--- src/rtl/mlcs_pkg.sv ---
package mlcs_pkg;

   // Meaning of the colour-difference output for one line
   typedef enum logic {
      KIND_R_MINUS_Y  = 1'b0,
      KIND_NEG_B_MINUS_Y = 1'b1
   } line_kind_e;

   // Kind used for a new line
   function automatic line_kind_e next_kind(input line_kind_e cur, input logic new_field);
      if (new_field) return KIND_R_MINUS_Y;
      return (cur == KIND_R_MINUS_Y) ? KIND_NEG_B_MINUS_Y : KIND_R_MINUS_Y;
   endfunction

endpackage

--- src/rtl/mlcs_pair_track.sv ---
module mlcs_pair_track
   import mlcs_pkg::*;
#(
   parameter int DATA_W = 10
) (
   input  logic              clk,
   input  logic              rst_n,
   input  logic [DATA_W-1:0] samp_in,
   input  logic              samp_vld,
   input  logic              line_start,
   input  logic              field_start,
   output logic [DATA_W-1:0] cur_q,
   output logic [DATA_W-1:0] prev_q,
   output logic              odd_q,
   output logic              pair_q,
   output logic              vld_q,
   output line_kind_e        kind_q
);

   logic seen_q;

   always_ff @(posedge clk) begin
      if (!rst_n) begin
         cur_q  <= '0;
         prev_q <= '0;
         odd_q  <= 1'b0;
         pair_q <= 1'b0;
         vld_q  <= 1'b0;
         seen_q <= 1'b0;
         kind_q <= KIND_R_MINUS_Y;
      end else begin
         vld_q <= samp_vld;
         if (samp_vld) begin
            prev_q <= cur_q;
            cur_q  <= samp_in;
            seen_q <= 1'b1;
            if (line_start) begin
               odd_q  <= 1'b0;
               pair_q <= 1'b0;
               kind_q <= next_kind(kind_q, field_start);
            end else begin
               odd_q  <= seen_q ? ~odd_q : 1'b0;
               pair_q <= seen_q;
            end
         end else begin
            pair_q <= 1'b0;
         end
      end
   end

endmodule

--- src/rtl/mlcs_pair_math.sv ---
module mlcs_pair_math #(
   parameter int DATA_W     = 10,
   parameter bit LUMA_ROUND = 1'b0
) (
   input  logic [DATA_W-1:0] cur,
   input  logic [DATA_W-1:0] prev,
   input  logic              odd,
   output logic [DATA_W-1:0] luma,
   output logic [DATA_W:0]   chroma
);

   localparam int SUM_W = DATA_W + 2;

   logic [SUM_W-1:0] sum_w;
   logic [DATA_W:0]  cur_x;
   logic [DATA_W:0]  prev_x;

   assign cur_x  = {1'b0, cur};
   assign prev_x = {1'b0, prev};
   assign sum_w  = {1'b0, cur_x} + {1'b0, prev_x};

   generate
      if (LUMA_ROUND) begin : g_round
         logic [SUM_W-1:0] sum_r;
         assign sum_r = sum_w + SUM_W'(1);
         assign luma  = sum_r[DATA_W:1];
      end else begin : g_trunc
         assign luma = sum_w[DATA_W:1];
      end
   endgenerate

   // Order comes from phase within the line, never from magnitude
   assign chroma = odd ? (cur_x - prev_x) : (prev_x - cur_x);

endmodule

--- src/rtl/mlcs_out_stage.sv ---
module mlcs_out_stage
   import mlcs_pkg::*;
#(
   parameter int DATA_W = 10
) (
   input  logic              clk,
   input  logic              rst_n,
   input  logic              take,
   input  logic [DATA_W-1:0] luma_d,
   input  logic [DATA_W:0]   chroma_d,
   input  line_kind_e        kind_d,
   output logic              vld_o,
   output logic [DATA_W-1:0] luma_o,
   output logic [DATA_W:0]   chroma_o,
   output logic              kind_o
);

   always_ff @(posedge clk) begin
      if (!rst_n) begin
         vld_o    <= 1'b0;
         luma_o   <= '0;
         chroma_o <= '0;
         kind_o   <= 1'b0;
      end else begin
         vld_o <= take;
         if (take) begin
            luma_o   <= luma_d;
            chroma_o <= chroma_d;
            kind_o   <= kind_d;
         end
      end
   end

endmodule

--- src/rtl/mosaic_luma_chroma_sep.sv ---
module mosaic_luma_chroma_sep
   import mlcs_pkg::*;
#(
   parameter int DATA_W     = 10,
   parameter bit LUMA_ROUND = 1'b0
) (
   input  logic              clk,
   input  logic              rst_n,
   input  logic [DATA_W-1:0] samp_in,
   input  logic              samp_vld,
   input  logic              line_start,
   input  logic              field_start,
   output logic              out_vld,
   output logic [DATA_W-1:0] luma,
   output logic [DATA_W:0]   chroma,
   output logic              chroma_kind
);

   generate
      if (DATA_W < 2 || DATA_W > 16) begin : g_bad_width
         $error("mosaic_luma_chroma_sep: DATA_W must lie in 2..16");
      end
   endgenerate

   logic [DATA_W-1:0] cur_s;
   logic [DATA_W-1:0] prev_s;
   logic              odd_s;
   logic              pair_s;
   logic              vld_s;
   line_kind_e        kind_s;
   logic [DATA_W-1:0] luma_c;
   logic [DATA_W:0]   chroma_c;

   mlcs_pair_track #(.DATA_W(DATA_W)) track_i (
      .clk         (clk),
      .rst_n       (rst_n),
      .samp_in     (samp_in),
      .samp_vld    (samp_vld),
      .line_start  (line_start),
      .field_start (field_start),
      .cur_q       (cur_s),
      .prev_q      (prev_s),
      .odd_q       (odd_s),
      .pair_q      (pair_s),
      .vld_q       (vld_s),
      .kind_q      (kind_s)
   );

   mlcs_pair_math #(.DATA_W(DATA_W), .LUMA_ROUND(LUMA_ROUND)) math_i (
      .cur    (cur_s),
      .prev   (prev_s),
      .odd    (odd_s),
      .luma   (luma_c),
      .chroma (chroma_c)
   );

   mlcs_out_stage #(.DATA_W(DATA_W)) out_i (
      .clk      (clk),
      .rst_n    (rst_n),
      .take     (vld_s & pair_s),
      .luma_d   (luma_c),
      .chroma_d (chroma_c),
      .kind_d   (kind_s),
      .vld_o    (out_vld),
      .luma_o   (luma),
      .chroma_o (chroma),
      .kind_o   (chroma_kind)
   );

endmodule

--- config.mk ---
export PLATFORM = sky130hd
export DESIGN_NAME = mosaic_luma_chroma_sep
export DESIGN_NICKNAME = d
export VERILOG_FILES = /design/src/rtl/mlcs_pkg.sv /design/src/rtl/mlcs_pair_track.sv /design/src/rtl/mlcs_pair_math.sv /design/src/rtl/mlcs_out_stage.sv /design/src/rtl/mosaic_luma_chroma_sep.sv
export SDC_FILE = /design/constraint.sdc
export NUM_CORES = 1
export LEC_CHECK = 0
export BUFFER_PORTS_ARGS = -buffer_cell sky130_fd_sc_hd__buf_2
export CAP_MARGIN = 40
export CORE_MARGIN = 4
export CORE_UTILIZATION = 52
export CTS_CLUSTER_SIZE = 16
export DETAILED_ROUTE_END_ITERATION = 7
export PLACE_DENSITY = 0.76
export SYNTH_ARGS = -nofsm -noshare
export SYNTH_HDL_FRONTEND = slang
export SYNTH_SLANG_ARGS = --single-unit
export TNS_END_PERCENT = 30
--- constraint.sdc ---
create_clock -name clk -period 2 [get_ports clk]
set_input_delay 0.4 -clock clk [delete_from_list [all_inputs] [get_ports clk]]
set_output_delay 0.4 -clock clk [all_outputs]
set_load 0.03 [all_outputs]
# Word-level counts from Yosys, hierarchy flattened
# Cells that the tools add are included.
# totals
reg_bits	48
elab_cells	30
output_inout_bits	23
# op_classes
n_reduce_logical	2
muxes	10
bitwise	4
add_sub_neg	3
# op_table
cell	n
$sub 10x10->11	2
$add 10x10->11	1
$mux 11	1
$mux 1	9
$not 1->1	3
$reduce_or 3->1	1
$reduce_and 2->1	1
$and 1x1->1	1

# Logic depth before layout (Yosys ltp)
# logic_depth
depth_word	5
depth_mapped	8
mapped_depth_nobuf	8

# Hierarchy
# Synthesis repeated with hierarchy kept, for this count alone.
# hier_totals
hier_cells	317
area_unflattened_um2	3081.7
# modules_own_cells
mod	area_per_inst_um2	n_inst	cells_per_inst
mlcs_pair_math	1229.9	1	164
mlcs_pair_track	962.2	1	79
mlcs_out_stage	883.3	1	73
mosaic_luma_chroma_sep	6.3	1	1

# Worst setup path after synthesis
# No wires, ideal clock.
# synth_timing
path_type	reg2reg
from	reg track_i.cur_q[4]
to	reg out_i.chroma_o[9]
path_stages_with_launch	9
period_less_slack_ns	1.988
required_time_ns	1.873
path_slack_ns	0.012
arrival_time_ns	1.861
path_cell_list	dfxtp_1 > inv_1 > ha_1 > buf_2 > a21oi_1 > mux2i_1 > a41oi_1 > nor3_1 > or3_1
# synth_between
elab_chain_len	2
# synth_rtl
item	line_no	rtl
start, declared	mlcs_pair_track.sv:12	output logic [DATA_W-1:0] cur_q,
start signal, assigned	mlcs_pair_track.sv:35	cur_q <= samp_in;
$sub 10x10->11	mlcs_pair_math.sv:33	assign chroma = odd ? (cur_x - prev_x) : (prev_x - cur_x);
$mux 11 (*)	mlcs_pair_math.sv:33	
end signal, assigned	mlcs_out_stage.sv:28	chroma_o <= chroma_d;
end, declared	mlcs_out_stage.sv:14	output logic [DATA_W:0] chroma_o,
# Mark *: on every way between the ends. The rest lies on a longest branch, timed or not.
# A chain may end at the register's enable or synchronous reset.

# Final worst setup path
# layout_timing
from	reg track_i.cur_q[7]
to	reg out_i.chroma_o[8]
# Same word-level chain as after synthesis.

==> flow_summary.ini <==
[outcome]
status = finished, final reports clean

[min_path]
min_path_cells = 3
holdPathEnd = track_i.cur_q[5]
min_path_type = in2reg
hold_start = samp_in[5]

[pwr]
ir_drop_uv = 322
p_per_area_nw_per_um2 = 574
p_total_mw = 2.13
cellLeakagePower_nw = 1.64

[drt]
drt_iter0_markers = 148
num_vias = 2650
drt_wl_total_mm = 7.11
routed_via_density = 5.48
drt_pre_antenna_iters = 4
drcViolationCount = 0
antenna_left = 0
wire_per_inst_um = 14.7

[final_layout]
fin_cells = 484
area_growth_pct = 24.3
insertedDiodeCount = 0
drive_gt1_share_pct = 27.9
nFillCells = 456
fin_nets = 460

[setup_path]
max_stage_delay_ps = 360
r2r-start = track_i.cur_q[7]
crit_start = track_i.cur_q[7]
crit_path_cell_trace = buf_4, ha_1, nor4b_1, o21ai_1, o2111ai_1, mux2i_1, a311o_1
critPathBufInv = 1
critPathKind = reg2reg
required_ps = 2190
r2r_cells = 7
crit_fanout = 4
rr_endpoint = out_i.chroma_o[8]
crit_slowest_cell = nor4b_1
crit_path_end_kind = flop
crit_arrival_ps = 2180
rrSetupSlack_ps = 10
start_kind = flop
critical-path-top-delay-family = compound AO/OA/AOI/OAI gates

[placement]
io_buffers = 37
dp_hpwl_mm = 5.30
placed_cells = 476
routabilityCongestion = 0.885

[die]
core_area_um2 = 5540
die-area_um2 = 7020
die_h_um = 83.8
fp.dieW_um = 83.8
ioPinCount = 38
num_rows = 27
start_util_pct = 54.0

[timing]
rsz0062_at_grt = true
relSlewSlack_pct = 66.2
setup_viol = 0
layout_min_cycle_time_ps = 1990
fmax_mhz = 502
final_hold_viol_count = 0
skew_ps = 3.99
tightest_slew_ps = 506
final.period_utilization_pct = 99.5
tns_ps = 0
finalMaxSlewViolations = 0

[clock_tree]
ctsLongestPathBuffers = 2
numClockSinks = 48
clk_pin_slew_ps = 80
cts_root_buffer = clkbuf_8
numCtsBuffers = 5
htreeDepth = 2
cts_tree = built
postCtsSetupBuffers = 0
ctsHoldBuffers = 0
clk-insertion-delay-late_ps = 300

[global_route]
grt.busiest_layer = met2
grt_pass1_wl_mm = 11.8
grt_overflow = 0
grt.total_usage_pct = 20.0
grt_max_degree = 33
antenna_found_initial = 0
grtUsageMet3_pct = 3.75
grt_pass1_vias = 2555
gr-usage-met1_pct = 27.2
met2_usage_pct = 32.9

[synth]
synth.distinct_cells = 53
synth_edf_count = 0
synth_nets = 403
avgSynthCellArea_um2 = 8.44
synthFlopType = dfxtp_1
yosysWarnings = 0
synth_seq_cells = 48
yosysSeqAreaShare_pct = 32.1
synth_area_um2 = 2990
ys_async_sr_fraction_pct = 0
netlist_instances = 354

[run]
drv_cap = 0
worst max path at each step:
stage                   endpoint  slack, ps  cells after the start
2_1_floorplan  out_i.chroma_o[9]         10                      8
3_3_place_gp   out_i.chroma_o[9]        -90                      7
3_5_place_dp     out_i.luma_o[8]       -140                      7
4_1_cts          out_i.luma_o[6]          4                      7
5_1_grt        out_i.chroma_o[8]        -80                      7
6_report       out_i.chroma_o[8]         10                      7
sequential cells by signal, indices dropped and copies added (netlist names):
register,count
out_i.luma_o,10
out_i.kind_o,1
track_i.prev_q,10
track_i.seen_q,1
track_i.odd_q,1
track_i.cur_q,10
out_i.vld_o,1
track_i.pair_q,1
track_i.vld_q,1
track_i.kind_q,1
out_i.chroma_o,11
cells by family after synthesis:
family / after synthesis / share of synthesized area [%]
flops: 48 / 32.1
compound gates: 81 / 17.2
simple gates: 105 / 17.7
xor+xnor: 7 / 2.05
mux: 26 / 8.71
fa+ha+maj: 34 / 15.0
buf+inv: 53 / 7.12
area by class of cell:
| type | instances | area (um^2) | area share (%) |
|---|---|---|---|
| tap | 72 | 90.1 | 2.42 |
| sequential | 48 | 967 | 26.0 |
| clock buffer | 7 | 86.3 | 2.32 |
| multi-input combinational | 253 | 1990 | 53.6 |
| timing repair buffer | 73 | 459 | 12.4 |
| clock inverter | 1 | 7.51 | 0.202 |
| inverter | 30 | 113 | 3.03 |
tightest hold or removal path, delay by kind of cell:
| kind | cells | cell delay, ps |
|---|---|---|
| buf+inv | 1 | 70 |
| simple gates | 1 | 70 |
| mux | 1 | 50 |
cells in the final DEF, fill, tap and decap left out, types with 3 or more instances in the layout:
cell type,synthesis,layout
dfxtp_1,48,45
buf_2,5,37
buf_4,0,35
nor2_1,36,33
inv_1,27,27
mux2i_1,26,25
ha_1,31,24
a21oi_1,24,22
o21ai_0,19,16
nand3_1,16,15
nand2_1,12,12
a211oi_1,13,12
or3_1,7,7
nor3_1,6,6
clkbuf_8,0,6
a31oi_1,5,5
xnor2_1,5,5
ha_4,0,5
and2_1,3,3
nor2_2,0,3
nand3b_1,3,3
nor2b_1,5,3
nand4_1,3,3
synth_stat cells, drive strengths merged, types with 8 or more instances:
cell type,number,area (um^2)
mux2i,26,260
dfxtp,48,961
buf,8,43.8
o21ai,19,95.1
inv,28,105
nand2,12,45.0
a211oi,13,97.6
nor2,36,135
a21oi,24,120
ha,31,388
clkbuf,15,56.3
nand3,16,80.1
through the flow:
stage / hold WS (ps) / cell area [um^2] / util (%) / setup slack (ps)
after floorplan: 441 / 2990 / - / 12.3
after global placement: 438 / 3430 / 62.0 / -92.7
after detailed placement: 442 / 3430 / 62.0 / -138
after CTS: 325 / 3560 / 64.3 / 3.68
after global routing: 332 / 3720 / 67.1 / -83.0
final: 328 / 3720 / 67.1 / 9.73
routing by layer:
metal	wire length (um)	vias to the layer above
li1	-	1353
met1	3400	1227
met2	3290	63
met3	358	7
met4	67	0
met5	0	-
where the power goes:
group	internal, mW	switching (mW)	total, mW
registers	0.982	0.0238	1.01
logic	0.241	0.284	0.525
clock network	0.281	0.320	0.601
total	1.50	0.627	2.13
timing repair:
| item | in CTS | in global routing |
|---|---|---|
| setup endpoints to repair | 7 | 12 |
| resized for setup | 8 | 35 |
| pin swaps | 1 | 6 |
Note: power is estimated with default switching activity, not from simulation.
